$ cat src/rtl/dac_fe_pkg.sv
package dac_fe_pkg;

    typedef enum logic {
        PWR_ON  = 1'b0,
        PWR_OFF = 1'b1
    } pwr_state_e;

    // Number of clock cycles that cover settle_ns, rounded up, never below one.
    function automatic int unsigned settle_cycles(input longint unsigned clk_hz,
                                                  input longint unsigned settle_ns);
        longint unsigned prod;
        longint unsigned cyc;
        prod = clk_hz * settle_ns;
        cyc  = (prod + 64'd999_999_999) / 64'd1_000_000_000;
        if (cyc == 0) begin
            cyc = 1;
        end
        return int'(cyc);
    endfunction

endpackage

$ cat src/rtl/dac_fe_sync.sv
module dac_fe_sync #(
    parameter int unsigned W      = 11,
    parameter int unsigned STAGES = 2,
    parameter logic [W-1:0] RST_VAL = '0
) (
    input  logic         clk,
    input  logic         rst_n,
    input  logic [W-1:0] din,
    output logic [W-1:0] dout
);

    logic [STAGES-1:0][W-1:0] stg_d;
    logic [STAGES-1:0][W-1:0] stg_q;

    always_comb begin
        stg_d[0] = din;
        for (int i = 1; i < int'(STAGES); i++) begin
            stg_d[i] = stg_q[i-1];
        end
    end

    always_ff @(posedge clk or negedge rst_n) begin
        if (!rst_n) begin
            stg_q <= {STAGES{RST_VAL}};
        end else begin
            stg_q <= stg_d;
        end
    end

    assign dout = stg_q[STAGES-1];

endmodule

$ cat src/rtl/dac_fe_decode.sv
module dac_fe_decode #(
    parameter int unsigned NUM_CH = 3,
    parameter int unsigned ADDR_W = 2
) (
    input  logic              wr_n,
    input  logic [ADDR_W-1:0] addr,
    output logic [NUM_CH-1:0] ch_sel,
    output logic              off_cmd
);

    localparam logic [ADDR_W-1:0] OFF_ADDR = ADDR_W'(NUM_CH);

    for (genvar c = 0; c < NUM_CH; c++) begin : g_sel
        assign ch_sel[c] = !wr_n && (addr == ADDR_W'(c));
    end

    assign off_cmd = !wr_n && (addr == OFF_ADDR);

endmodule

$ cat src/rtl/dac_fe_chan.sv
module dac_fe_chan #(
    parameter int unsigned DATA_W = 8
) (
    input  logic              clk,
    input  logic              rst_n,
    input  logic              load,
    input  logic [DATA_W-1:0] data,
    output logic [DATA_W-1:0] code
);

    logic [DATA_W-1:0] code_d;
    logic [DATA_W-1:0] code_q;

    always_comb begin
        code_d = code_q;
        if (load) begin
            code_d = data;
        end
    end

    always_ff @(posedge clk or negedge rst_n) begin
        if (!rst_n) begin
            code_q <= '0;
        end else begin
            code_q <= code_d;
        end
    end

    assign code = code_q;

endmodule

$ cat src/rtl/dac_fe_power.sv
module dac_fe_power
    import dac_fe_pkg::*;
#(
    parameter int unsigned SETTLE_CYC = 1300
) (
    input  logic clk,
    input  logic rst_n,
    input  logic off_cmd,
    input  logic wake_cmd,
    output logic shut,
    output logic ready
);

    localparam int unsigned CNT_W = $clog2(SETTLE_CYC + 1);
    localparam logic [CNT_W-1:0] CNT_END = CNT_W'(SETTLE_CYC);

    typedef struct packed {
        pwr_state_e       pwr;
        logic [CNT_W-1:0] cnt;
    } pwr_reg_t;

    pwr_reg_t st_d;
    pwr_reg_t st_q;

    always_comb begin
        st_d = st_q;
        unique case (st_q.pwr)
            PWR_ON: begin
                if (off_cmd) begin
                    st_d.pwr = PWR_OFF;
                    st_d.cnt = '0;
                end else if (st_q.cnt != CNT_END) begin
                    st_d.cnt = st_q.cnt + 1'b1;
                end
            end
            PWR_OFF: begin
                if (wake_cmd) begin
                    st_d.pwr = PWR_ON;
                    st_d.cnt = '0;
                end
            end
            default: st_d = st_q;
        endcase
    end

    always_ff @(posedge clk or negedge rst_n) begin
        if (!rst_n) begin
            st_q <= '{pwr: PWR_ON, cnt: '0};
        end else begin
            st_q <= st_d;
        end
    end

    assign shut  = (st_q.pwr == PWR_OFF);
    assign ready = (st_q.pwr == PWR_ON) && (st_q.cnt == CNT_END);

endmodule

$ cat src/rtl/tri_dac_front.sv
module tri_dac_front
    import dac_fe_pkg::*;
#(
    parameter int unsigned DATA_W      = 8,
    parameter int unsigned NUM_CH      = 3,
    parameter int unsigned CLK_HZ      = 100_000_000,
    parameter int unsigned SETTLE_NS   = 13_000,
    parameter int unsigned SYNC_STAGES = 2,
    localparam int unsigned ADDR_W     = $clog2(NUM_CH + 1)
) (
    input  logic                           clk,
    input  logic                           rst_n,
    input  logic                           wr_n_i,
    input  logic [ADDR_W-1:0]              addr_i,
    input  logic [DATA_W-1:0]              data_i,
    output logic [NUM_CH-1:0][DATA_W-1:0]  code_o,
    output logic [NUM_CH-1:0]              en_o,
    output logic                           ready_o
);

    localparam int unsigned SETTLE_CYC = settle_cycles(CLK_HZ, SETTLE_NS);
    localparam int unsigned BUS_W      = 1 + ADDR_W + DATA_W;
    localparam logic [BUS_W-1:0] BUS_IDLE = {1'b1, {(ADDR_W + DATA_W){1'b0}}};

    logic [BUS_W-1:0]  bus_raw;
    logic [BUS_W-1:0]  bus_sync;
    logic              wr_n_s;
    logic [ADDR_W-1:0] addr_s;
    logic [DATA_W-1:0] data_s;
    logic [NUM_CH-1:0] ch_sel;
    logic              off_cmd;
    logic              shut;
    logic              ready;

    assign bus_raw = {wr_n_i, addr_i, data_i};

    dac_fe_sync #(
        .W       (BUS_W),
        .STAGES  (SYNC_STAGES),
        .RST_VAL (BUS_IDLE)
    ) u_sync (
        .clk  (clk),
        .rst_n(rst_n),
        .din  (bus_raw),
        .dout (bus_sync)
    );

    assign {wr_n_s, addr_s, data_s} = bus_sync;

    dac_fe_decode #(
        .NUM_CH(NUM_CH),
        .ADDR_W(ADDR_W)
    ) u_decode (
        .wr_n   (wr_n_s),
        .addr   (addr_s),
        .ch_sel (ch_sel),
        .off_cmd(off_cmd)
    );

    for (genvar c = 0; c < NUM_CH; c++) begin : g_chan
        dac_fe_chan #(
            .DATA_W(DATA_W)
        ) u_chan (
            .clk  (clk),
            .rst_n(rst_n),
            .load (ch_sel[c]),
            .data (data_s),
            .code (code_o[c])
        );
    end

    dac_fe_power #(
        .SETTLE_CYC(SETTLE_CYC)
    ) u_power (
        .clk     (clk),
        .rst_n   (rst_n),
        .off_cmd (off_cmd),
        .wake_cmd(|ch_sel),
        .shut    (shut),
        .ready   (ready)
    );

    assign en_o    = {NUM_CH{!shut}};
    assign ready_o = ready;

endmodule

$ cat config.mk
export PLATFORM = sky130hd
export DESIGN_NAME = tri_dac_front
export DESIGN_NICKNAME = d
export VERILOG_FILES = /design/src/rtl/dac_fe_pkg.sv /design/src/rtl/dac_fe_sync.sv /design/src/rtl/dac_fe_decode.sv /design/src/rtl/dac_fe_chan.sv /design/src/rtl/dac_fe_power.sv /design/src/rtl/tri_dac_front.sv
export SDC_FILE = /design/constraint.sdc
export NUM_CORES = 1
export LEC_CHECK = 0
export BUFFER_PORTS_ARGS = -buffer_cell sky130_fd_sc_hd__buf_2
export CORE_UTILIZATION = 35
export DETAILED_ROUTE_END_ITERATION = 10
export HOLD_SLACK_MARGIN = 0.15
export SLEW_MARGIN = 20
export SYNTH_ARGS = -nofsm -noshare
export SYNTH_HDL_FRONTEND = slang
export SYNTH_HIERARCHICAL = 1
export SYNTH_SLANG_ARGS = --single-unit
export TNS_END_PERCENT = 100
$ cat constraint.sdc
create_clock -name clk -period 1.9 [get_ports clk]
set_input_delay 0.285 -clock clk [delete_from_list [all_inputs] [get_ports clk]]
set_output_delay 0.285 -clock clk [all_outputs]
set_load 0.1 [all_outputs]
==> impl_metrics.json, run 1 <==
{
  "outcome": "finished with violations",
  "violations": "negative setup slack",
  "ys_types": 38,
  "htreeDepth": 3,
  "core_sq_um": 6314,
  "fmax_ghz": 0.4815,
  "synth_compound_area_share_pct": 6.161,
  "slew_violations": 0,
  "p_leak_nw": 1.417,
  "ir_drop_v": 0.0008830,
  "critical_path_class": "reg2out",
  "root_buffer": "clkbuf_8",
  "async_reset_ff_share_pct": 100.0,
  "synth_ff_type": "dfrtp_1",
  "netlist_instances": 154,
  "grt_pass1_wl_mm": 7.024,
  "synth_top_family_by_area": "multiplexers",
  "overflow": 0,
  "finalCoreUtilization_pct": 47.29,
  "synth.most_common_cell": "dfrtp_1",
  "grt_max_degree": 39,
  "cp-start-kind": "flop",
  "power.density_nw_per_um2": 1455,
  "relSlewSlack_pct": 67.31,
  "clk_pin_slew_worst_paths_ns": 0.06,
  "grt_pass1_vias": 1435,
  "cts_tree": "built",
  "dieArea_sq_um": 6825,
  "die_x_microns": 82.62,
  "worst_skew_pair.late_latency_ns": 0.33,
  "gp_congestion": 0.7943,
  "post-route-drc-count": 0,
  "start_util_pct": 36.03,
  "finalPower_mw": 4.345,
  "synth_area_sq_um": 2275,
  "wl_per_cell_microns": 13.98,
  "grt.busiest_layer": "met2",
  "ys_seq_area_share_pct": 63.92,
  "hp-class": "reg2reg",
  "dr.pass1.iters": 4,
  "drt-vias-per-instance": 4.720,
  "detail-route-antenna-nets": 0,
  "port_buffers": 40,
  "yosys.area_share.simple_pct": 9.186,
  "rsz0062_at_grt": "yes",
  "synth.net_count": 169,
  "track_usage_pct": 14.65,
  "grt_use_met2_pct": 20.91,
  "netlist_top_cells_count": "dfrtp_1 (56), mux2_4 (24), nand2_1 (9)",
  "detailroute.via_count": 1435,
  "cpPeakStageDelay_ns": 0.46,
  "finalHoldViolations": 0,
  "synthAdderAreaFrac_pct": 1.100,
  "synth-edff-count": 0,
  "synth_top_area_share_pct": 61.61,
  "finalSetupViolCount": 1,
  "fp.dieH_microns": 82.62,
  "worst_pin_slew_ns": 0.4903,
  "whs_ns": 0.3463,
  "min_period_over_period_pct": 109.3,
  "finalWirelength_mm": 4.249,
  "maxCapViolations": 0,
  "crit_path_end_kind": "output pin",
  "diodes": 0,
  "cp_slowest_cell": "or4_4",
  "antenna_found_initial": 0,
  "io_pins": 41,
  "fp-row-count": 29,
  "post-dp-hpwl_mm": 2.858,
  "ys_seq_elements": 58,
  "fin_nets": 237,
  "cts_inserted_buffers": 9,
  "synth_area_leaders": "dfrtp_1 (62%), mux2_4 (16%), dfstp_2 (2.3%)",
  "drtIter0Drc": 46,
  "synth_area_per_cell_sq_um": 14.77,
  "synth_xor_area_share_pct": 0.3850,
  "clk_path_buf_depth": 2,
  "clkSinkCount": 58,
  "drive_gt1_share_pct": 45.37,
  "synth_top_area_cell": "dfrtp_1",
  "crit_chain": "inv_2 > ha_1 > nand4bb_1 > or4_4 > nor2_4 > buf_12",
  "muxShareOfSynthArea_pct": 16.28,
  "area_delta_synth_final_pct": 31.24,
  "ys.warnings.count": 6,
  "grtUsageMet3_pct": 7.143,
  "min_period_ns": 2.077,
  "clock_skew_ns": 0.005596,
  "arrival_ns": 1.79,
  "grt_use_met1_pct": 19.44,
  "required_ns": 1.62,
  "worst_slack_ns": -0.1769,
  "cp_max_fo": 4
}
## state kept, by name, indices dropped and copies added (netlist names)
register            flops
u_sync/dout            11
u_power/st_q           11
u_sync/stg_d           11
u_power/shut            1
g_chan.u_chan/code     24
## metrics by stage
step                       TNS [ns]  setup WS [ns]  cell area [sq um]  std cells
after floorplan           -0.006032      -0.006032               2282        154
after global placement            0         0.1441               2644        275
after detailed placement          0         0.1229               2644        275
after CTS                   -0.2147        -0.2147               2985        304
after global routing        -0.2872        -0.2872               2985        304
final                       -0.1769        -0.1769               2985        304
## path summary, 6_finish.rpt
kind,from,end,slack [ns],cells after the start
setup / recovery,u_power/st_q[1],ready_o,-0.18,6
hold / removal,u_sync/stg_d[17],u_sync/dout[6],0.35,0
setup reg to reg,u_sync/dout[10],u_power/st_q[9],0.14,4
hold reg to reg,u_sync/stg_d[17],u_sync/dout[6],0.35,0
max in group asynchronous,rst_n,g_chan[0].u_chan/code[6],0.90,3
min in group asynchronous,rst_n,u_power/st_q[9],0.44,2
## cells by family after synthesis
logic type      count (synthesis)
xor+xnor                        1
compound gates                 22
simple gates                   36
buf+inv                        10
fa+ha+maj                       2
flops                          58
mux                            25
## cell type report
type | count | area (sq um)
Fill cell | 590 | 3328
Sequential cell | 58 | 1454
Multi-Input combinational cell | 86 | 775.7
Timing Repair Buffer | 63 | 430.4
Clock buffer | 12 | 165.2
Tap cell | 77 | 96.34
Clock inverter | 4 | 48.80
Inverter | 4 | 15.01
## critical path, delay by kind of cell, from the launching register on
| kind | cells | cell delay, ns |
|---|---|---|
| and+or+nand+nor | 3 | 0.67 |
| DFF | 1 | 0.41 |
| buffers and inverters | 2 | 0.25 |
| adders and majority gates | 1 | 0.13 |
## power breakdown
| group | internal [mW] | total, mW | switching [mW] |
|---|---|---|---|
| Sequential | 1.40 | 1.53 | 0.121 |
| Clock | 0.710 | 1.19 | 0.476 |
| Combinational | 0.400 | 1.63 | 1.23 |
## per-layer routing
metal	share of wire, %	wire [microns]
met5	0	0
met3	5.3	226
met1	48	2060
met2	45	1911
met4	1.2	51
## what timing repair did
action                                 4_1_cts  5_1_grt
hold buffers                                12        0
setup buffers                                1        0
endpoints found under the hold margin       29        0
gates resized for setup                      0        2
setup endpoints to repair                    1        1
## layout by cell type (no fill, tap or decap), types with 3 or more instances in the layout
cell type      count
dfrtp_1           56
buf_2             39
mux2_4            24
clkbuf_8          12
dlygate4sd3_1     12
buf_4             10
nand2_1            9
a21oi_1            7
nand3_1            4
a31oi_1            3
o21ai_0            3
o31ai_1            3
Power figures use the tool's default switching activity.
==> run 2, diff against run 1 <==
Settings changed: RECOVER_POWER from default to 100.
==> impl_metrics.json, run 2 (same netlist as run 1, synthesis figures left out) <==
{
  "outcome": "finished with violations",
  "violations": "negative setup slack",
  "clock_skew_ns": 0.005126,
  "required_ns": 1.62,
  "fp-row-count": 29,
  "ir_drop_v": 0.0008595,
  "placed_cell_area_sq_um": 2644,
  "grt_pass1_wl_mm": 7.024,
  "cp_max_fo": 4,
  "startpoint": "u_power/st_q[1]",
  "clk_path_buf_depth": 2,
  "fmax_ghz": 0.4812,
  "fillers": 611,
  "layout_common_cells": "dfrtp_1 (56), clkbuf_2 (27), mux2_1 (18)",
  "clk_pin_slew_worst_paths_ns": 0.06,
  "htreeDepth": 3,
  "grt.busiest_layer": "met2",
  "arrival_ns": 1.79,
  "antenna_found_initial": 0,
  "r2r_end": "u_power/st_q[7]",
  "worst_slack_ns": -0.1783,
  "diodes": 0,
  "wl_per_cell_microns": 13.70,
  "core_sq_um": 6314,
  "maxCapViolations": 0,
  "grt_pass1_vias": 1435,
  "worst_pin_slew_ns": 1.119,
  "io_pins": 41,
  "reg2reg_from": "u_sync/dout[10]",
  "critical_path_class": "reg2out",
  "finalSetupViolCount": 1,
  "grt_max_degree": 39,
  "root_buffer": "clkbuf_8",
  "post-dp-hpwl_mm": 2.858,
  "drive_gt1_share_pct": 32.16,
  "worst_skew_pair.late_latency_ns": 0.33,
  "die_x_microns": 82.62,
  "gp_congestion": 0.7943,
  "cp-start-kind": "flop",
  "relSlewSlack_pct": 25.37,
  "largest_reg_flops": 24,
  "min_period_over_period_pct": 109.4,
  "drtIter0Drc": 39,
  "p_leak_nw": 1.333,
  "grtUsageMet3_pct": 7.143,
  "cts_inserted_buffers": 9,
  "power.density_nw_per_um2": 1480,
  "finalHoldViolations": 0,
  "rsz0062_at_grt": "yes",
  "clkSinkCount": 58,
  "slew_violations": 0,
  "hp-class": "reg2reg",
  "crit_chain": "inv_2 > ha_1 > nand4bb_1 > or4_4 > nor2_4 > buf_12",
  "fin_nets": 237,
  "ff2ff_path_depth": 7,
  "cpPeakStageDelay_ns": 0.46,
  "crit_path_end_kind": "output pin",
  "area_delta_synth_final_pct": 26.13,
  "rrSetupSlack_ns": 0.10,
  "drt-vias-per-instance": 4.714,
  "start_util_pct": 36.03,
  "track_usage_pct": 14.65,
  "layout_commonest_cell": "dfrtp_1",
  "overflow": 0,
  "post-route-drc-count": 0,
  "dr.pass1.iters": 4,
  "design_area_sq_um": 2869,
  "grt_use_met2_pct": 20.91,
  "whs_ns": 0.3462,
  "finalWirelength_mm": 4.164,
  "dieArea_sq_um": 6825,
  "detailroute.via_count": 1433,
  "cp_slowest_cell": "or4_4",
  "grt_use_met1_pct": 19.44,
  "fp.dieH_microns": 82.62,
  "port_buffers": 40,
  "cts_tree": "built",
  "min_period_ns": 2.078,
  "detail-route-antenna-nets": 0,
  "crit_end": "ready_o"
}
==> run 2: how the worst min path moves through the flow <==
stage / start / endpoint / depth (start not counted)
6_report: u_sync/stg_d[17] / u_sync/dout[6] / 0
5_1_grt: u_sync/stg_d[17] / u_sync/dout[6] / 0
4_1_cts: u_sync/stg_d[14] / u_sync/dout[3] / 0
3_5_place_dp: rst_n / u_power/st_q[9] / 1
3_3_place_gp: rst_n / u_power/st_q[9] / 1
2_1_floorplan: rst_n / g_chan[0].u_chan/code[0] / 0
==> run 2: routing by layer <==
layer / wire (microns) / share of wire [%] / vias to the layer above
met3: 248 / 6.0 / 9
met1: 1987 / 48 / 704
li1: - / - / 684
met4: 60 / 1.4 / 0
met5: 0 / 0 / -
met2: 1868 / 45 / 36
==> run 2: layout make-up <==
cell class                 count  area, sq um  share of cell area (%)
timing repair buffer          63        397.9                   13.87
inverter                       4        15.01                  0.5233
tap                           77        96.34                   3.358
multi-input combinational     86        691.9                   24.12
clock buffer                  12        165.2                   5.757
clock inverter                 4        48.80                   1.701
sequential                    58         1454                   50.68
==> run 2: timing repair <==
action / CTS / global route
buffers inserted: 1 / 0
endpoints found under the setup margin: 1 / 1
endpoints found under the hold margin: 29 / 0
hold buffers: 12 / 0
resized for setup: 0 / 2
==> run 2: power by group <==
part,internal (mW),switching (mW),leakage [nW]
Sequential,1.40,0.117,0.698
Clock,0.710,0.475,0.112
Combinational,0.311,1.23,0.522
Total,2.43,1.82,1.33
==> run 2: through the flow <==
| step | cells | total power [mW] | TNS [ns] | setup slack, ns | util [%] |
|---|---|---|---|---|---|
| CTS | 304 | 4.395 | -0.2147 | -0.2147 | 47.29 |
| detailed placement | 275 | 3.147 | 0 | 0.1229 | 41.87 |
| global route | 304 | 4.434 | -0.3095 | -0.2872 | 45.44 |
| finish | 304 | 4.246 | -0.1783 | -0.1783 | 45.44 |
| floorplan | 154 | 2.849 | -0.006032 | -0.006032 | - |
| global placement | 275 | 3.138 | 0 | 0.1441 | 41.87 |
==> run 2: worst max-delay path: cells and delay by family (launching register included) <==
kind	cells	cell delay, ns
and+or+nand+nor	3	0.67
adders and majority gates	1	0.13
buffers and inverters	2	0.25
DFF	1	0.41
